[src/rtl/prbs_ber_pkg.sv]
package prbs_ber_pkg;
  localparam int DEF_LFSR_W = 15;
  localparam int DEF_TAP_A  = 15;
  localparam int DEF_TAP_B  = 14;
  localparam int DEF_CNT_W  = 32;
  localparam logic [DEF_LFSR_W-1:0] DEF_SEED = 15'h4A5B;
endpackage

[src/rtl/prbs_gen.sv]
module prbs_gen #(
  parameter int W     = 15,
  parameter int TAP_A = 15,
  parameter int TAP_B = 14,
  parameter logic [W-1:0] SEED = '1
) (
  input  logic clk,
  input  logic rst,
  input  logic step,
  input  logic flip,
  output logic bit_o
);
  logic [W-1:0] state;
  logic         fb;

  assign fb = state[TAP_A-1] ^ state[TAP_B-1];

  always_ff @(posedge clk) begin
    if (rst) begin
      state <= SEED;
      bit_o <= 1'b0;
    end else if (step) begin
      state <= {state[W-2:0], fb};
      bit_o <= fb ^ flip;
    end
  end
endmodule

[src/rtl/prbs_annihilator.sv]
module prbs_annihilator #(
  parameter int W     = 15,
  parameter int TAP_A = 15,
  parameter int TAP_B = 14
) (
  input  logic clk,
  input  logic rst,
  input  logic valid,
  input  logic din,
  output logic syndrome,
  output logic primed
);
  localparam int FILL_W = $clog2(W + 1);
  localparam logic [FILL_W-1:0] FULL = FILL_W'(W);

  logic [W-1:0]      hist;
  logic [FILL_W-1:0] fill;

  assign syndrome = din ^ hist[TAP_A-1] ^ hist[TAP_B-1];
  assign primed   = (fill == FULL);

  always_ff @(posedge clk) begin
    if (rst) begin
      hist <= '0;
      fill <= '0;
    end else if (valid) begin
      hist <= {hist[W-2:0], din};
      if (!primed) fill <= fill + 1'b1;
    end
  end
endmodule

[src/rtl/sat_counter.sv]
module sat_counter #(
  parameter int W = 32
) (
  input  logic         clk,
  input  logic         rst,
  input  logic         inc,
  output logic [W-1:0] count
);
  always_ff @(posedge clk) begin
    if (rst)                    count <= '0;
    else if (inc && !(&count))  count <= count + 1'b1;
  end
endmodule

[src/rtl/prbs_ber_tester.sv]
module prbs_ber_tester
  import prbs_ber_pkg::*;
#(
  parameter int LFSR_W = DEF_LFSR_W,
  parameter int TAP_A  = DEF_TAP_A,
  parameter int TAP_B  = DEF_TAP_B,
  parameter logic [LFSR_W-1:0] SEED = DEF_SEED,
  parameter int CNT_W  = DEF_CNT_W
) (
  input  logic             clk,
  input  logic             rst,
  input  logic             tx_en,
  input  logic             inj_err,
  input  logic             rx_en,
  input  logic             rx_bit,
  output logic             tx_bit,
  output logic             err_pulse,
  output logic [CNT_W-1:0] bit_total,
  output logic [CNT_W-1:0] err_total
);
  logic syndrome, primed, hit;

  prbs_gen #(.W(LFSR_W), .TAP_A(TAP_A), .TAP_B(TAP_B), .SEED(SEED)) u_gen (
    .clk(clk), .rst(rst), .step(tx_en), .flip(inj_err), .bit_o(tx_bit)
  );

  prbs_annihilator #(.W(LFSR_W), .TAP_A(TAP_A), .TAP_B(TAP_B)) u_ann (
    .clk(clk), .rst(rst), .valid(rx_en), .din(rx_bit),
    .syndrome(syndrome), .primed(primed)
  );

  assign hit = rx_en && primed && syndrome;

  sat_counter #(.W(CNT_W)) u_bits (
    .clk(clk), .rst(rst), .inc(rx_en), .count(bit_total)
  );

  sat_counter #(.W(CNT_W)) u_errs (
    .clk(clk), .rst(rst), .inc(hit), .count(err_total)
  );

  always_ff @(posedge clk) begin
    if (rst) err_pulse <= 1'b0;
    else     err_pulse <= hit;
  end
endmodule

[config.mk]
export PLATFORM = sky130hd
export DESIGN_NAME = prbs_ber_tester
export DESIGN_NICKNAME = d
export VERILOG_FILES = /design/src/rtl/prbs_ber_pkg.sv /design/src/rtl/prbs_gen.sv /design/src/rtl/prbs_annihilator.sv /design/src/rtl/sat_counter.sv /design/src/rtl/prbs_ber_tester.sv
export SDC_FILE = /design/constraint.sdc
export NUM_CORES = 1
export LEC_CHECK = 0
export ABC_AREA = 1
export BUFFER_PORTS_ARGS = -buffer_cell sky130_fd_sc_hd__buf_4
export CORE_MARGIN = 2
export CORE_UTILIZATION = 60
export CTS_CLUSTER_DIAMETER = 30
export DETAILED_ROUTE_END_ITERATION = 6
export PLACE_DENSITY = 0.88
export SLEW_MARGIN = 0
export SYNTH_ARGS = -nofsm -noshare
export SYNTH_HDL_FRONTEND = slang
export SYNTH_SLANG_ARGS = --single-unit
[constraint.sdc]
create_clock -name clk -period 2.8 [get_ports clk]
set_input_delay 0.14 -clock clk [delete_from_list [all_inputs] [get_ports clk]]
set_output_delay 0.14 -clock clk [all_outputs]
set_load 0.02 [all_outputs]
Word-level counts from Yosys, hierarchy flattened

Cells that the tools add are included.

Output and inout bits: 66
Bits in registers: 100

Add/sub/neg operators: 3
Reduce and logical (&&, ||, !) cells: 9
Equality and inequality tests: 1
Bitwise logic cells: 5

Operators with widths:

| cell                                                            | count |
|---|---|
| 32-bit by 1-bit adder with 32-bit output, second input constant | 2 |
| 32-bit AND reduction                                            | 2 |
| 4-bit by 1-bit adder with 4-bit output, second input constant   | 1 |
| 4-bit == test, second input constant                            | 1 |
| 1-bit logical AND                                               | 4 |
| 1-bit bitwise XOR                                               | 4 |
| 1-bit logical NOT                                               | 2 |
| 2-bit AND reduction                                             | 1 |
| 1-bit inverter                                                  | 1 |

Longest topological paths before layout

Depth after elaboration: 4
Mapped depth: 11

Cells and area by module

From an unflattened synthesis, not the netlist that was laid out.

Cell total of the unflattened synthesis: 820
Area, all modules: 5,410.2 sq um

By module, submodules not included:

| module           | seq. area each (sq um) | area each (sq um) | cells an instance | times used |
|---|---|---|---|---|
| sat_counter      | 640.6                  | 1,984.4           | 320               | 2 |
| prbs_annihilator | 380.4                  | 749.5             | 97                | 1 |
| prbs_gen         | 320.3                  | 651.9             | 79                | 1 |
| prbs_ber_tester  | 20.0                   | 40.0              | 4                 | 1 |

Worst setup path before layout

OpenSTA, ideal clock, no wires.

Path type: register to register
From: register u_errs.count[0]
To: register u_errs.count[28]
Arrival time: 1,672 ps
Slack: 1,013 ps
Cell stages (with the launch flop): 10
Setup time: 115 ps
Buffers on the path: 1
Path through: dfxtp_1 ha_1 nand2_1 nor2_1 nand2_2 nor2_8 nand3b_4 buf_2 a21oi_1 nor2_1

Longest elaborated chain between the ends: 3

RTL lines:

| what                                                                                             | RTL line          | source |
|---|---|---|
| start: declaration                                                                               | sat_counter.sv:7  | `output logic [W-1:0] count` |
| start signal: assignment                                                                         | sat_counter.sv:11 | `else if (inc && !(&count)) count <= count + 1'b1;` |
| parallel branches: the longest is 3 deep, another holds 32-bit by 1-bit adder with 32-bit output | -                 |  |

Several ways; the timed one is not identified.
A chain may end at the register's enable or synchronous reset.

Worst setup path in the final report

From: register u_errs.count[0]
To: register u_errs.count[1]

Same word-level chain as after synthesis.

==> metrics.yaml <==
vias: 5420
rows: 34
synthSimpleGateAreaFrac_pct: 42.79
drt_iter0_markers: 279
relSlewSlack_pct: 52.36
critical-path-top-delay-family: "simple AND/OR/NAND/NOR gates"
avgSynthCellArea_um2: 6.364
gr-total-overflow: 0
yosysWarnings: 0
htree_levels: 3
ys_seq_area_share_pct: 38.27
synth-compound-area-share_pct: 9.448
synth_nets: 831
timing.final.crit_share_pct: 74.56
worst-path-stages: 10
clk_latency_ns: 0.38
hold_violations: 0
dieHeight_um: 97.38
hold_slack_ns: 0.05842
viasPerCell: 5.453
use_met2_pct: 48.65
drtAntennaViolNets: 0
drive_above_1_share_pct: 13.09
port_buffers: 71
critPathArrivalTime_ns: 2.38
netlist.area_leader.share_pct: 38.27
r2r_cells: 10
gr-usage-met3_pct: 5.683
status: "finished, final reports clean"
synth.distinct_cells: 32
dp_slack_ns: 0.7511
nNetsFinal: 890
hp-class: "in2reg"
min_period_ns: 2.088
r2r-start: "u_errs.count[0]"
crit_slowest_cell: "dfxtp_1"
cpMostUsedCell: "nor2_1"
path_class: "reg2reg"
worstHoldPathCells: 2
areaGrowthSynthToFinish_pct: 14.30
maxSlewViolCount: 0
drc: 0
grt_pass1_vias: 4984
cp.required_ns: 3.09
crit_chain: "ha_1 > nand2_1 > nor2_1 > nand2_2 > nor2_8 > nand3b_4 > nand2_2 > inv_1 > nor2_1 > nor2_1"
antenna_found_initial: 0
critical_path_peak_fanout: 33
n_fill_cell: 743
most-common-layout-cells: "214 x nor2_1, 209 x nand2_1, 100 x dfxtp_1"
design.die.area_um2: 9482
synth_top_family_by_area: "simple AND/OR/NAND/NOR gates"
cts_root_buf: "clkbuf_8"
reg2reg_to: "u_errs.count[1]"
ctsResizeCount: 0
antenna_cells: 0
fin_skew_ns: 0.01149
worstSetupStartpointType: "flop"
grt-busiest-layer: "met2"
cts_setup_buffers: 0
detail_route.wl_per_cell_um: 12.77
p_leak_nw: 2.479
clkTransAtPathRegs_ns: 0.11
synth_fa_ha_area_share_pct: 0.7175
track_usage_pct: 27.00
synth_edf_count: 0
die_w_um: 97.38
ys.flop_type: "dfxtp_1"
core_um2: 8593
synth_area_leaders: "dfxtp_1 38%, nor2_1 15%, nand2_1 15%, nand3_1 6.9%, a21oi_1 6.0%"
setup_violations: 0
grt_max_degree: 51
initial_core_util_pct: 60.88
cts_sinks: 100
cts_buffers: 9
power_density_nw_per_um2: 431.1
fin_area_um2: 5979
worstMarginPinSlew_ns: 0.7136
yosys.area_share.xor_xnor_pct: 2.009
placed_cell_area_um2: 5767
gp_congestion: 0.9071
cts_tree: "done"
hpwl_um: 9102
rsz0062_at_grt: "false"
fmax_mhz: 479.0
ys_seq_elements: 100
synth_area_um2: 5231
firstDrtPassIters: 5
hold-path-endpoint: "u_errs.count[2]"
ios: 72
vdd_drop_max_mv: 0.3320
cts_buffer_depth: 2
synth_cells: 822
hold_start: "rst"
final_common_cell: "nor2_1"
cap_viol_max_count: 0
wl_um: 12690
tns_ns: 0
path_buf_inv: 1
grt_pass1_wl_um: 21560
synthArstFlopShare_pct: 0
synth_top_area_cell: "dfxtp_1"
met1_usage_pct: 30.97
max_stage_delay_ns: 0.43
reg2reg_slack_ns: 0.71
synth.area.mux_share_pct: 0
critPathCaptureType: "flop"
worst_slack_ns: 0.7123
cells in the mapped netlist (2+ instances only):
cell,number
a21oi_1,63
a21oi_2,3
buf_2,10
buf_6,5
clkbuf_1,10
dfxtp_1,100
ha_1,3
inv_1,51
inv_2,3
nand2_1,209
nand2_2,6
nand3_1,72
nand3_2,2
nand3b_4,2
nand4_1,8
nor2_1,214
nor2_2,3
nor2_4,4
nor3_1,3
o21ai_0,29
xnor2_1,5
xor2_1,7
state kept, by name (all words and copies together), names as in the netlist:
name and cells:
u_ann.fill 4, err_pulse 1, u_gen.bit_o 1, u_gen.state 15, u_bits.count 32, u_errs.count 32
u_ann.hist 15
stage by stage:
step / instances / total power, mW / utilization, %
4_1_cts: 994 / 2.586 / 69.58
3_5_place_dp: 977 / 1.666 / 67.11
2_1_floorplan: 822 / 1.622 / -
6_report: 994 / 2.577 / 69.58
3_3_place_gp: 977 / 1.654 / 67.11
5_1_grt: 994 / 2.680 / 69.58
final cells by class:
type / instances / area [µm²] / share of cell area [%]
Timing Repair Buffer: 74 / 558.0 / 9.333
Clock buffer: 10 / 137.6 / 2.302
Clock inverter: 6 / 65.06 / 1.088
Multi-Input combinational cell: 641 / 2875 / 48.09
Sequential cell: 100 / 2002 / 33.48
Tap cell: 108 / 135.1 / 2.260
Inverter: 55 / 206.4 / 3.453
worst register-to-register path: cells and delay by family (launching register included):
kind,cells,cell delay (ns)
buffers and inverters,1,0.07
adders and majority gates,1,0.24
DFF,1,0.43
and+or+nand+nor,8,1.25
cell families after synthesis:
kind of cell | count (synthesis)
simple gates | 530
flops | 100
fa+ha+maj | 3
compound gates | 96
buf+inv | 81
xor+xnor | 12
report_power, final:
part,switching [mW],internal (mW),total (mW)
clock network,0.566,0.376,0.942
registers,0.0245,1.46,1.49
logic,0.0953,0.0550,0.150
total,0.686,1.89,2.58
layer usage:
| metal | vias up | routed length [µm] |
|---|---|---|
| li1 | 2741 | - |
| met1 | 2473 | 5328 |
| met2 | 175 | 6246 |
| met3 | 31 | 804 |
| met4 | 0 | 312 |
| met5 | - | 0 |
worst max path at each step:
stage                       end       startpoint  slack [ns]
6_report        u_errs.count[1]  u_errs.count[0]        0.71
5_1_grt        u_errs.count[11]  u_errs.count[0]        0.44
4_1_cts         u_errs.count[1]  u_errs.count[0]        0.72
3_5_place_dp    u_errs.count[1]  u_errs.count[0]        0.75
3_3_place_gp    u_errs.count[1]  u_errs.count[0]        0.82
2_1_floorplan  u_errs.count[28]  u_errs.count[0]        1.01
timing repair:
action	CTS	global route
hold endpoints to repair	1	0
hold buffers	1	0
setup endpoints to repair	0	0
Power figures use the tool's default switching activity.
